**src/rtl/mdg_pkg.sv**
```systemverilog
// Shared types and field positions for the monitor descriptor generator.
// Assumes a fixed eight-dword, 32-bit descriptor layout.
package mdg_pkg;
    localparam int DW       = 32;
    localparam int NDW      = 8;
    localparam int ID_W     = 16;
    localparam int CNT_W    = 4;
    localparam int TAG_W    = 12;
    localparam int ADDR_W   = 64;
    localparam int RSN_W    = 2;
    localparam int ERR_W    = 5;
    localparam int FRAG_W   = 4;
    localparam int INFO_W   = 4 * DW;
    localparam int FRAG_FLAG_BIT = 20;                 // fragment flag in info dword 2
    localparam logic [DW-1:0] BAR_KEEP = 32'h008F_FF00; // seq number and BAR flag

    typedef logic [NDW-1:0][DW-1:0] desc_t;

    typedef enum logic [RSN_W-1:0] {
        RSN_ERROR = 2'd0,
        RSN_ROUTE = 2'd1,
        RSN_FLUSH = 2'd2
    } reason_e;
endpackage

```
**src/rtl/mdg_ppdu_track.sv**
```systemverilog
// PPDU context tracker: latches ID and status address at PPDU start,
// counts status buffers with saturation, and snapshots the context into
// a single pending-marker slot on PPDU end or flush.
// Assumes no new close event arrives while a marker is still pending.
module mdg_ppdu_track #(
    parameter int ID_W   = 16,
    parameter int CNT_W  = 4,
    parameter int ADDR_W = 64
) (
    input  logic              clk,
    input  logic              rst_n,
    input  logic              start,
    input  logic [ID_W-1:0]   id_in,
    input  logic [ADDR_W-1:0] addr_in,
    input  logic              buf_inc,
    input  logic              end_ev,
    input  logic              flush_ev,
    input  logic              marker_en,
    input  logic              marker_take,
    output logic [ID_W-1:0]   cur_id,
    output logic [ADDR_W-1:0] cur_addr,
    output logic [CNT_W-1:0]  cur_cnt,
    output logic              mk_pend,
    output logic [ID_W-1:0]   mk_id,
    output logic [ADDR_W-1:0] mk_addr,
    output logic [CNT_W-1:0]  mk_cnt,
    output logic              mk_flush
);
    localparam logic [CNT_W-1:0] CNT_MAX = {CNT_W{1'b1}};

    logic [CNT_W-1:0] cnt_step;
    logic             close_ev;

    // Next count value including this cycle's buffer use, saturating.
    always_comb begin
        cnt_step = (buf_inc && cur_cnt != CNT_MAX) ? cur_cnt + CNT_W'(1) : cur_cnt;
        close_ev = (end_ev || flush_ev) && marker_en;
    end

    // Current PPDU context registers.
    always_ff @(posedge clk) begin
        if (!rst_n) begin
            cur_id   <= '0;
            cur_addr <= '0;
            cur_cnt  <= '0;
        end else if (start) begin
            cur_id   <= id_in;
            cur_addr <= addr_in;
            cur_cnt  <= buf_inc ? CNT_W'(1) : '0;
        end else begin
            cur_cnt  <= cnt_step;
        end
    end

    // Pending end-of-PPDU marker snapshot.
    always_ff @(posedge clk) begin
        if (!rst_n) begin
            mk_pend  <= 1'b0;
            mk_id    <= '0;
            mk_addr  <= '0;
            mk_cnt   <= '0;
            mk_flush <= 1'b0;
        end else if (close_ev) begin
            mk_pend  <= 1'b1;
            mk_id    <= cur_id;
            mk_addr  <= cur_addr;
            mk_cnt   <= cnt_step;
            mk_flush <= flush_ev;
        end else if (marker_take) begin
            mk_pend  <= 1'b0;
        end
    end

    assert_cnt_step_R7: assert property (@(posedge clk) disable iff (!rst_n)
        (!start && buf_inc && cur_cnt != CNT_MAX) |=> cur_cnt == CNT_W'($past(cur_cnt) + 1'b1));
    assert_cnt_sat_R7: assert property (@(posedge clk) disable iff (!rst_n)
        (!start && cur_cnt == CNT_MAX) |=> cur_cnt == CNT_MAX);
    assert_id_capture_R8: assert property (@(posedge clk) disable iff (!rst_n)
        start |=> cur_id == $past(id_in));
    assert_single_marker_R9: assert property (@(posedge clk) disable iff (!rst_n)
        (mk_pend && !marker_take) |-> !close_ev);
endmodule

```
**src/rtl/mdg_desc_build.sv**
```systemverilog
// Combinational descriptor assembly for either an MPDU request or a
// pending end-of-PPDU marker. Applies frameless-BAR masking, error-code
// gating and fragment-number gating.
// Assumes push reason values below 3.
module mdg_desc_build
    import mdg_pkg::*;
(
    input  logic               sel_marker,
    input  logic [INFO_W-1:0]  info,
    input  logic [RSN_W-1:0]   reason,
    input  logic [ERR_W-1:0]   err,
    input  logic [FRAG_W-1:0]  frag,
    input  logic               frameless,
    input  logic [ID_W-1:0]    cur_id,
    input  logic [ADDR_W-1:0]  cur_addr,
    input  logic [CNT_W-1:0]   cur_cnt,
    input  logic [ID_W-1:0]    mk_id,
    input  logic [ADDR_W-1:0]  mk_addr,
    input  logic [CNT_W-1:0]   mk_cnt,
    input  logic               mk_flush,
    input  logic [TAG_W-1:0]   tag,
    output desc_t              desc
);
    logic [3:0][DW-1:0] mi;
    logic [RSN_W-1:0]   rsn_o;
    logic [ERR_W-1:0]   err_o;
    logic [FRAG_W-1:0]  frag_o;
    logic               fbar_o;
    logic               eop_o;
    logic [CNT_W-1:0]   cnt_o;
    logic [ID_W-1:0]    id_o;
    logic [ADDR_W-1:0]  addr_o;

    // Select source context and mask fields per descriptor kind.
    always_comb begin
        mi = info;
        if (frameless) begin
            mi[0] = '0;
            mi[1] = '0;
            mi[2] = mi[2] & BAR_KEEP;
        end
        if (sel_marker) begin
            mi     = '0;
            rsn_o  = mk_flush ? RSN_FLUSH : RSN_ROUTE;
            err_o  = '0;
            frag_o = '0;
            fbar_o = 1'b0;
            eop_o  = 1'b1;
            cnt_o  = mk_cnt;
            id_o   = mk_id;
            addr_o = mk_addr;
        end else begin
            rsn_o  = reason;
            err_o  = (reason == RSN_ERROR) ? err : '0;
            frag_o = mi[2][FRAG_FLAG_BIT] ? frag : '0;
            fbar_o = frameless;
            eop_o  = 1'b0;
            cnt_o  = cur_cnt;
            id_o   = cur_id;
            addr_o = cur_addr;
        end
    end

    // Pack the eight dwords.
    always_comb begin
        for (int k = 0; k < 4; k++) desc[k] = mi[k];
        desc[4] = addr_o[DW-1:0];
        desc[5] = addr_o[2*DW-1:DW];
        desc[6] = {15'b0, eop_o, cnt_o, fbar_o, frag_o, err_o, rsn_o};
        desc[7] = {tag, 4'b0, id_o};
    end
endmodule

```
**src/rtl/mdg_beat_ser.sv**
```systemverilog
// Holds one descriptor and emits it a dword per beat on valid/ready.
// Assumes load is only honoured while idle; a new descriptor never
// overwrites one in flight.
module mdg_beat_ser #(
    parameter int NDW = 8,
    parameter int DW  = 32
) (
    input  logic                    clk,
    input  logic                    rst_n,
    input  logic                    load,
    input  logic [NDW-1:0][DW-1:0]  desc,
    output logic                    busy,
    output logic                    out_valid,
    input  logic                    out_ready,
    output logic [DW-1:0]           out_data,
    output logic                    out_last
);
    localparam int BEAT_W = $clog2(NDW);
    localparam logic [BEAT_W-1:0] LAST_BEAT = BEAT_W'(NDW - 1);

    logic [NDW-1:0][DW-1:0] dw_q;
    logic [BEAT_W-1:0]      beat;

    // Load, advance and retire the held descriptor.
    always_ff @(posedge clk) begin
        if (!rst_n) begin
            busy <= 1'b0;
            beat <= '0;
            dw_q <= '0;
        end else if (!busy) begin
            if (load) begin
                dw_q <= desc;
                busy <= 1'b1;
                beat <= '0;
            end
        end else if (out_ready) begin
            if (beat == LAST_BEAT) busy <= 1'b0;
            else                   beat <= beat + BEAT_W'(1);
        end
    end

    // Output beat selection.
    always_comb begin
        out_valid = busy;
        out_data  = dw_q[beat];
        out_last  = busy && (beat == LAST_BEAT);
    end

    assert_hold_stall_R11: assert property (@(posedge clk) disable iff (!rst_n)
        (out_valid && !out_ready) |=> (out_valid && $stable(out_data)));
    assert_gap_after_last_R11: assert property (@(posedge clk) disable iff (!rst_n)
        (out_valid && out_ready && out_last) |=> !out_valid);
endmodule

```
**src/rtl/mdg_top.sv**
```systemverilog
// Top of the receive monitor descriptor generator. Arbitrates between a
// pending end-of-PPDU marker and an incoming MPDU request (marker first),
// builds the descriptor and hands it to the beat serializer.
// Assumes the upstream engine never presents push reason 3.
module mdg_top
    import mdg_pkg::*;
(
    input  logic               clk,
    input  logic               rst_n,
    input  logic               marker_en,
    input  logic               ppdu_start,
    input  logic [ID_W-1:0]    ppdu_id_in,
    input  logic [ADDR_W-1:0]  stat_addr_in,
    input  logic               stat_buf_used,
    input  logic               ppdu_end,
    input  logic               ppdu_flush,
    input  logic               req_valid,
    output logic               req_ready,
    input  logic [INFO_W-1:0]  req_info,
    input  logic [RSN_W-1:0]   req_reason,
    input  logic [ERR_W-1:0]   req_err,
    input  logic [FRAG_W-1:0]  req_frag,
    input  logic               req_frameless,
    input  logic [TAG_W-1:0]   ring_tag,
    output logic               out_valid,
    input  logic               out_ready,
    output logic [DW-1:0]      out_data,
    output logic               out_last
);
    logic [ID_W-1:0]   cur_id, mk_id;
    logic [ADDR_W-1:0] cur_addr, mk_addr;
    logic [CNT_W-1:0]  cur_cnt, mk_cnt;
    logic              mk_pend, mk_flush;
    logic              busy, take_marker, load;
    desc_t             desc;

    // Marker wins over a request whenever the serializer is free.
    always_comb begin
        take_marker = !busy && mk_pend;
        req_ready   = !busy && !mk_pend;
        load        = take_marker || (req_valid && req_ready);
    end

    mdg_ppdu_track #(.ID_W(ID_W), .CNT_W(CNT_W), .ADDR_W(ADDR_W)) u_track (
        .clk(clk), .rst_n(rst_n), .start(ppdu_start), .id_in(ppdu_id_in),
        .addr_in(stat_addr_in), .buf_inc(stat_buf_used), .end_ev(ppdu_end),
        .flush_ev(ppdu_flush), .marker_en(marker_en), .marker_take(take_marker),
        .cur_id(cur_id), .cur_addr(cur_addr), .cur_cnt(cur_cnt),
        .mk_pend(mk_pend), .mk_id(mk_id), .mk_addr(mk_addr),
        .mk_cnt(mk_cnt), .mk_flush(mk_flush)
    );

    mdg_desc_build u_build (
        .sel_marker(take_marker), .info(req_info), .reason(req_reason),
        .err(req_err), .frag(req_frag), .frameless(req_frameless),
        .cur_id(cur_id), .cur_addr(cur_addr), .cur_cnt(cur_cnt),
        .mk_id(mk_id), .mk_addr(mk_addr), .mk_cnt(mk_cnt), .mk_flush(mk_flush),
        .tag(ring_tag), .desc(desc)
    );

    mdg_beat_ser #(.NDW(NDW), .DW(DW)) u_ser (
        .clk(clk), .rst_n(rst_n), .load(load), .desc(desc), .busy(busy),
        .out_valid(out_valid), .out_ready(out_ready), .out_data(out_data),
        .out_last(out_last)
    );

    assert_legal_reason_R4: assert property (@(posedge clk) disable iff (!rst_n)
        (req_valid && req_ready) |-> (req_reason != 2'd3));
    assert_ready_low_busy_R11: assert property (@(posedge clk) disable iff (!rst_n)
        out_valid |-> !req_ready);
endmodule

```
**config.mk**
```make
export PLATFORM = sky130hd
export DESIGN_NAME = mdg_top
export DESIGN_NICKNAME = d
export VERILOG_FILES = /design/src/rtl/mdg_pkg.sv /design/src/rtl/mdg_ppdu_track.sv /design/src/rtl/mdg_desc_build.sv /design/src/rtl/mdg_beat_ser.sv /design/src/rtl/mdg_top.sv
export SDC_FILE = /design/constraint.sdc
export NUM_CORES = 1
export LEC_CHECK = 0
export ABC_CLOCK_PERIOD_IN_PS = 1500
export BUFFER_PORTS_ARGS = -buffer_cell sky130_fd_sc_hd__buf_2
export CAP_MARGIN = 10
export CORE_MARGIN = 2
export CORE_UTILIZATION = 53
export CTS_BUF_LIST = sky130_fd_sc_hd__clkbuf_2
export CTS_CLUSTER_DIAMETER = 150
export DETAILED_ROUTE_END_ITERATION = 10
export PLACE_DENSITY = 0.87
export SLEW_MARGIN = 25
export SYNTH_ARGS = -nofsm -noshare
export SYNTH_HDL_FRONTEND = slang
export SYNTH_SLANG_ARGS = --single-unit
```
**constraint.sdc**
```tcl
create_clock -name clk -period 1.5 [get_ports clk]
set_input_delay 0.075 -clock clk [delete_from_list [all_inputs] [get_ports clk]]
set_output_delay 0.075 -clock clk [all_outputs]
set_load 0.02 [all_outputs]
```
==> impl_metrics.toml, run 1 <==
[synthesis]
post-synth-top-area-cell = "sky130_fd_sc_hd__dfxtp_1"
synth_top_cell_area_share_pct = 48.5
synth_warnings = 0
synth.avg_cell_area_sq_um = 8.69
synth_fp_nets = 2196
ys_ff_latch = 411
synth_area_leaders = "sky130_fd_sc_hd__dfxtp_1, sky130_fd_sc_hd__nand2_1, sky130_fd_sc_hd__nor2_1"
synth_cell_type_count = 44
number_of_instances_in_the_synthesized_netlist = 1952
seq_area_frac_synth_pct = 48.5
syn_area_sq_mm = 0.0170

[global_routing]
grt.total_usage_pct = 81.5
grt_remaining_overflow = 55
grt_max_degree = 87

[placement]
place.port_buffers = 275
place.gp.congestion = 1.01
dp.cells = 2554
hpwl_microns = 40800

[floorplan]
floorplan.die.height_microns = 183
die_w_microns = 183
standard_cell_row_count = 65
io_pins = 276
initial_utilization_pct = 53.8

[status]
tool.error = "[ERROR GRT-0232] Routing congestion too high. Check the congestion heatmap in the GUI."
outcome = "stopped before the end"
halt_point_of_the_flow = "global routing (5_1_grt)"

[cts]
clock_path_buffers = 3
numClockSinks = 411
cts_htree_levels = 3
cts-root-buf = "sky130_fd_sc_hd__clkbuf_2"
cts_inserted_buffers = 101

[sta]
worst-ep-kind = "output port"
globalroute.repair_timing.worst_endpoint = "out_data[4]"
[through the flow]
| stage | hold WS (ns) | utilization (%) | cell area [sq um] | setup slack [ns] |
|---|---|---|---|---|
| 2_1_floorplan | 0.211 | - | 17000 | -0.0789 |
| 3_3_place_gp | 0.309 | 61.3 | 19300 | -0.0671 |
| 3_5_place_dp | 0.320 | 61.3 | 19300 | -0.0579 |
| 4_1_cts | 0.00504 | 82.8 | 26100 | -1.08 |
[per-layer routing]
metal / overflow / track usage, %
met4: 29 / 83.7
met5: 1 / 52.0
met3: 1 / 73.9
met1: 0 / 78.8
met2: 24 / 92.3
[synth_stat cells, drive strengths merged]
library cell	instances
nand3	5
nand2	429
o21bai	1
nor3	80
o2111a	1
o211ai	1
a21oi	183
dfxtp	411
o21a	4
and3	2
o31a	1
o311a	1
nand4b	1
clkbuf	51
o221ai	1
a21boi	1
and3b	1
o21ai	19
a311oi	84
mux2i	85
inv	4
nand2b	6
mux2	12
nor2b	3
nor3b	1
o31ai	1
a22oi	62
nand4	1
mux4	48
o21ba	1
buf	124
a31oi	2
and2	2
nor4b	1
ha	3
nor2	308
nand3b	4
a32oi	6
o2bb2ai	1
[cells by family after synthesis]
kind of cell | after synthesis | synth area share, %
compound gates | 370 | 14.1
fa+ha+maj | 3 | 0.221
mux | 145 | 12.2
buf+inv | 179 | 5.20
flops | 411 | 48.5
simple gates | 844 | 19.8
[timing repair]
item | CTS
gates cloned | 3
pin swaps | 16
buffers inserted | 12
hold buffers | 547
setup endpoints to repair | 37
resized for setup | 47
endpoints found under the hold margin | 410
==> run 2: changes to the inputs <==
- ABC_CLOCK_PERIOD_IN_PS: 1500 -> 2000
- CORE_UTILIZATION: 53 -> 40
- CTS_BUF_LIST: sky130_fd_sc_hd__clkbuf_2 -> not set
- CTS_CLUSTER_DIAMETER: 150 -> not set
- PLACE_DENSITY: 0.87 -> not set
- PLACE_DENSITY_LB_ADDON: not set -> 0.15
- clock period: 1.5 -> 2 ns (I/O delays scaled with it)
==> run 2 against run 1 <==
- the flow now finishes, with violations (setup timing)
- synthesized area stayed put
- synthesized cell count stayed put
==> impl_metrics.toml, run 2 <==
[synthesis]
seq_area_frac_synth_pct = 48.5
synth_top_cell_area_share_pct = 48.5
synth_common_cells = "sky130_fd_sc_hd__nand2_1, sky130_fd_sc_hd__dfxtp_1, sky130_fd_sc_hd__nor2_1"
post-synth-top-area-cell = "sky130_fd_sc_hd__dfxtp_1"
synth_warnings = 0
number_of_instances_in_the_synthesized_netlist = 1952
synth_async_sr_flop_share_pct = 0
synthFlopType = "sky130_fd_sc_hd__dfxtp_1"
synth_area_leaders = "sky130_fd_sc_hd__dfxtp_1, sky130_fd_sc_hd__nand2_1, sky130_fd_sc_hd__nor2_1"
synth-edff-count = 0
syn_area_sq_mm = 0.0170
synth_fp_nets = 2196
synth_cell_type_count = 44
ys_ff_latch = 411
synth.avg_cell_area_sq_um = 8.69
yosys.cell_count.top_type = "sky130_fd_sc_hd__nand2_1"

[sta]
final-hold-violation-count = 0
finalHoldWorstSlack_ns = 0.0791
setup_repair_after_global_routing_missed_its_margin = "true"
setup_viol_count_final = 32
tns_ns = -4.90
fin_crit_ns = 2.21
slew_at_the_pin_closest_to_its_max_slew_limit_ns = 0.571
slew_headroom_pct = 61.9
final_period_utilization_pct = 110
final.setup_skew_ns = 0.0194
timing.fmax_mhz = 453
timing_max_transition_violations_final = 0
worst_slack_ns = -0.208

[critical_path]
crit_path_frequent_cell = "sky130_fd_sc_hd__buf_12"
crit_path_required_time_ns = 1.90
reg2reg_depth = 8
cp_top_family = "multiplexers"
setup.worst_path.start_class = "register"
crit_type = "register to output pin"
path_cells = "buf_12 -> buf_12 -> mux4_2 -> nand2_1 -> o21ai_1 -> buf_2"
element_type_at_the_critical_path_end = "output pin"
arrival_ns = 2.11
critical-path-slowest-cell = "sky130_fd_sc_hd__mux4_2"
critPathMaxFanout = 7
worst-path-buf-inv = 3
cp_slowest_stage_delay_ns = 0.47
worstSetupPathDepth = 6

[power_and_ir_drop]
p_per_area_mw_per_mm2 = 886
ir_worst_vdd_v = 0.000543
total_power_uw = 20600
power.leakage_uw = 0.00925

[floorplan]
die_w_microns = 210
io_pins = 276
die_area_sq_mm = 0.0441
floorplan.core_area_sq_mm = 0.0419
initial_utilization_pct = 40.4
standard_cell_row_count = 75
floorplan.die.height_microns = 210

[cts]
clkSlewWorstSetupHoldPaths_ns = 0.06
cts_htree_levels = 2
clock_path_buffers = 3
cts_inserted_buffers = 45
numClockSinks = 411
cts-root-buf = "sky130_fd_sc_hd__clkbuf_16"
tritoncts = "yes"
clock_insertion_delay_worst_skew_ns = 0.59

[detailed_routing]
drt_iter0_drc = 1409
detailroute.via_count = 16100
detailed_route_wire_length_microns = 61600
post_drt_via_cell_ratio = 5.41
dr_pass1_iterations = 7
post_drt_wl_per_cell_microns = 20.7
antenna_left = 0
drc = 0

[status]
outcome = "finished, violations left"
failed_checks = "setup timing"

[hold_path]
holdPathStages = 3
hold_path_class = "input port to register"

[cells_and_area]
finalCoreUtilization_pct = 55.5
reg_top3 = "u_ser.dw_q x237, u_track.cur_addr x64, u_track.mk_addr x64"
largest_register_ffs = 237
nNetsFinal = 2650
largest-register = "u_ser.dw_q"
most-common-layout-cells = "sky130_fd_sc_hd__dfxtp_1, sky130_fd_sc_hd__nand2_1, sky130_fd_sc_hd__nor2_1"
layout_commonest_cell = "sky130_fd_sc_hd__dfxtp_1"
fill_cells = 3770
synthToLayoutAreaGrowth_pct = 37.3
drive_gt1_share_pct = 21.6

[global_routing]
grt_remaining_overflow = 0
via_count_of_the_first_global_routing_pass = 15400
initial_antenna_violation_count = 4
grt_max_degree = 87
grt.total_usage_pct = 27.3
first_pass_grt_wire_length_microns = 91700

[placement]
setup_slack_at_placement_ns = 0.243
hpwl_microns = 41200
place.gp.congestion = 0.899
place.port_buffers = 275

[run]
drv.max_cap_violation_count = 0
==> run 2: cell counts after synthesis <==
No cell type changed its count.
==> run 2: worst reg2reg max path, cell delays in order, from the launching register on <==
cell	delay (ns)
sky130_fd_sc_hd__dfxtp_4	0.41
sky130_fd_sc_hd__buf_12	0.16
sky130_fd_sc_hd__buf_6	0.12
sky130_fd_sc_hd__ha_4	0.15
sky130_fd_sc_hd__ha_4	0.15
sky130_fd_sc_hd__buf_4	0.13
sky130_fd_sc_hd__nand3b_1	0.22
sky130_fd_sc_hd__and3_1	0.23
sky130_fd_sc_hd__o21a_1	0.18
==> run 2: cell families (layout without fill, tap and decap cells) <==
group           count (synthesis)  after routing  share of synthesized area (%)
flops                         411            411                           48.5
other cells                     0              1                              0
mux                           145            145                           12.2
simple gates                  844            844                           19.8
fa+ha+maj                       3              3                          0.221
compound gates                370            370                           14.1
buf+inv                       179            666                           5.20
==> run 2: path summary, 6_finish.rpt <==
| kind | start | to | slack (ns) |
|---|---|---|---|
| setup / recovery | u_ser.beat[0]$_SDFFE_PN0P_ | out_data[25] | -0.21 |
| hold / removal | req_valid | u_ser.dw_q[192]$_SDFFE_PN0P_ | 0.08 |
| hold reg to reg | u_track.mk_addr[1]$_SDFFE_PN0P_ | u_track.mk_addr[1]$_SDFFE_PN0P_ | 0.45 |
| setup reg to reg | u_ser.beat[0]$_SDFFE_PN0P_ | u_ser.beat[0]$_SDFFE_PN0P_ | 0.14 |
==> run 2: final cells by class <==
class	instances	area [sq um]	area share, %
antenna	1	2.50	0.0107
clock buffer	64	1320	5.66
clock inverter	16	128	0.548
inverter	4	22.5	0.0967
multi-input combinational	1362	8060	34.6
sequential	411	8240	35.4
tap	539	674	2.90
timing repair buffer	582	4840	20.8
==> run 2: power by group <==
| group | internal [uW] | leakage [uW] | switching (uW) |
|---|---|---|---|
| Combinational | 1520 | 0.00516 | 1730 |
| Clock | 4710 | 0.000713 | 3420 |
| Sequential | 8750 | 0.00338 | 498 |
| Total | 15000 | 0.00925 | 5650 |
==> run 2: metal layers <==
metal,vias to the layer above,track usage (%),wire length [microns]
li1,7676,-,-
met1,7699,36.8,26700
met2,623,44.1,28400
met3,100,4.68,4550
met4,4,9.71,1860
met5,-,0,27
==> run 2: timing repair <==
item | 4_1_cts | 5_1_grt
pin swaps | 23 | 5
buffers inserted | 11 | 2
hold buffers | 239 | 0
hold endpoints to repair | 240 | 0
endpoints found under the setup margin | 33 | 33
gates cloned | 2 | 0
resized for setup | 81 | 29
==> run 2: through the flow <==
stage	cells	cell area, sq um
final	2979	23300
after global routing	2979	23300
after CTS	2977	23200
after detailed placement	2645	19000
after global placement	2645	19000
after floorplan	1952	17000
Power figures use the tool's default switching activity.
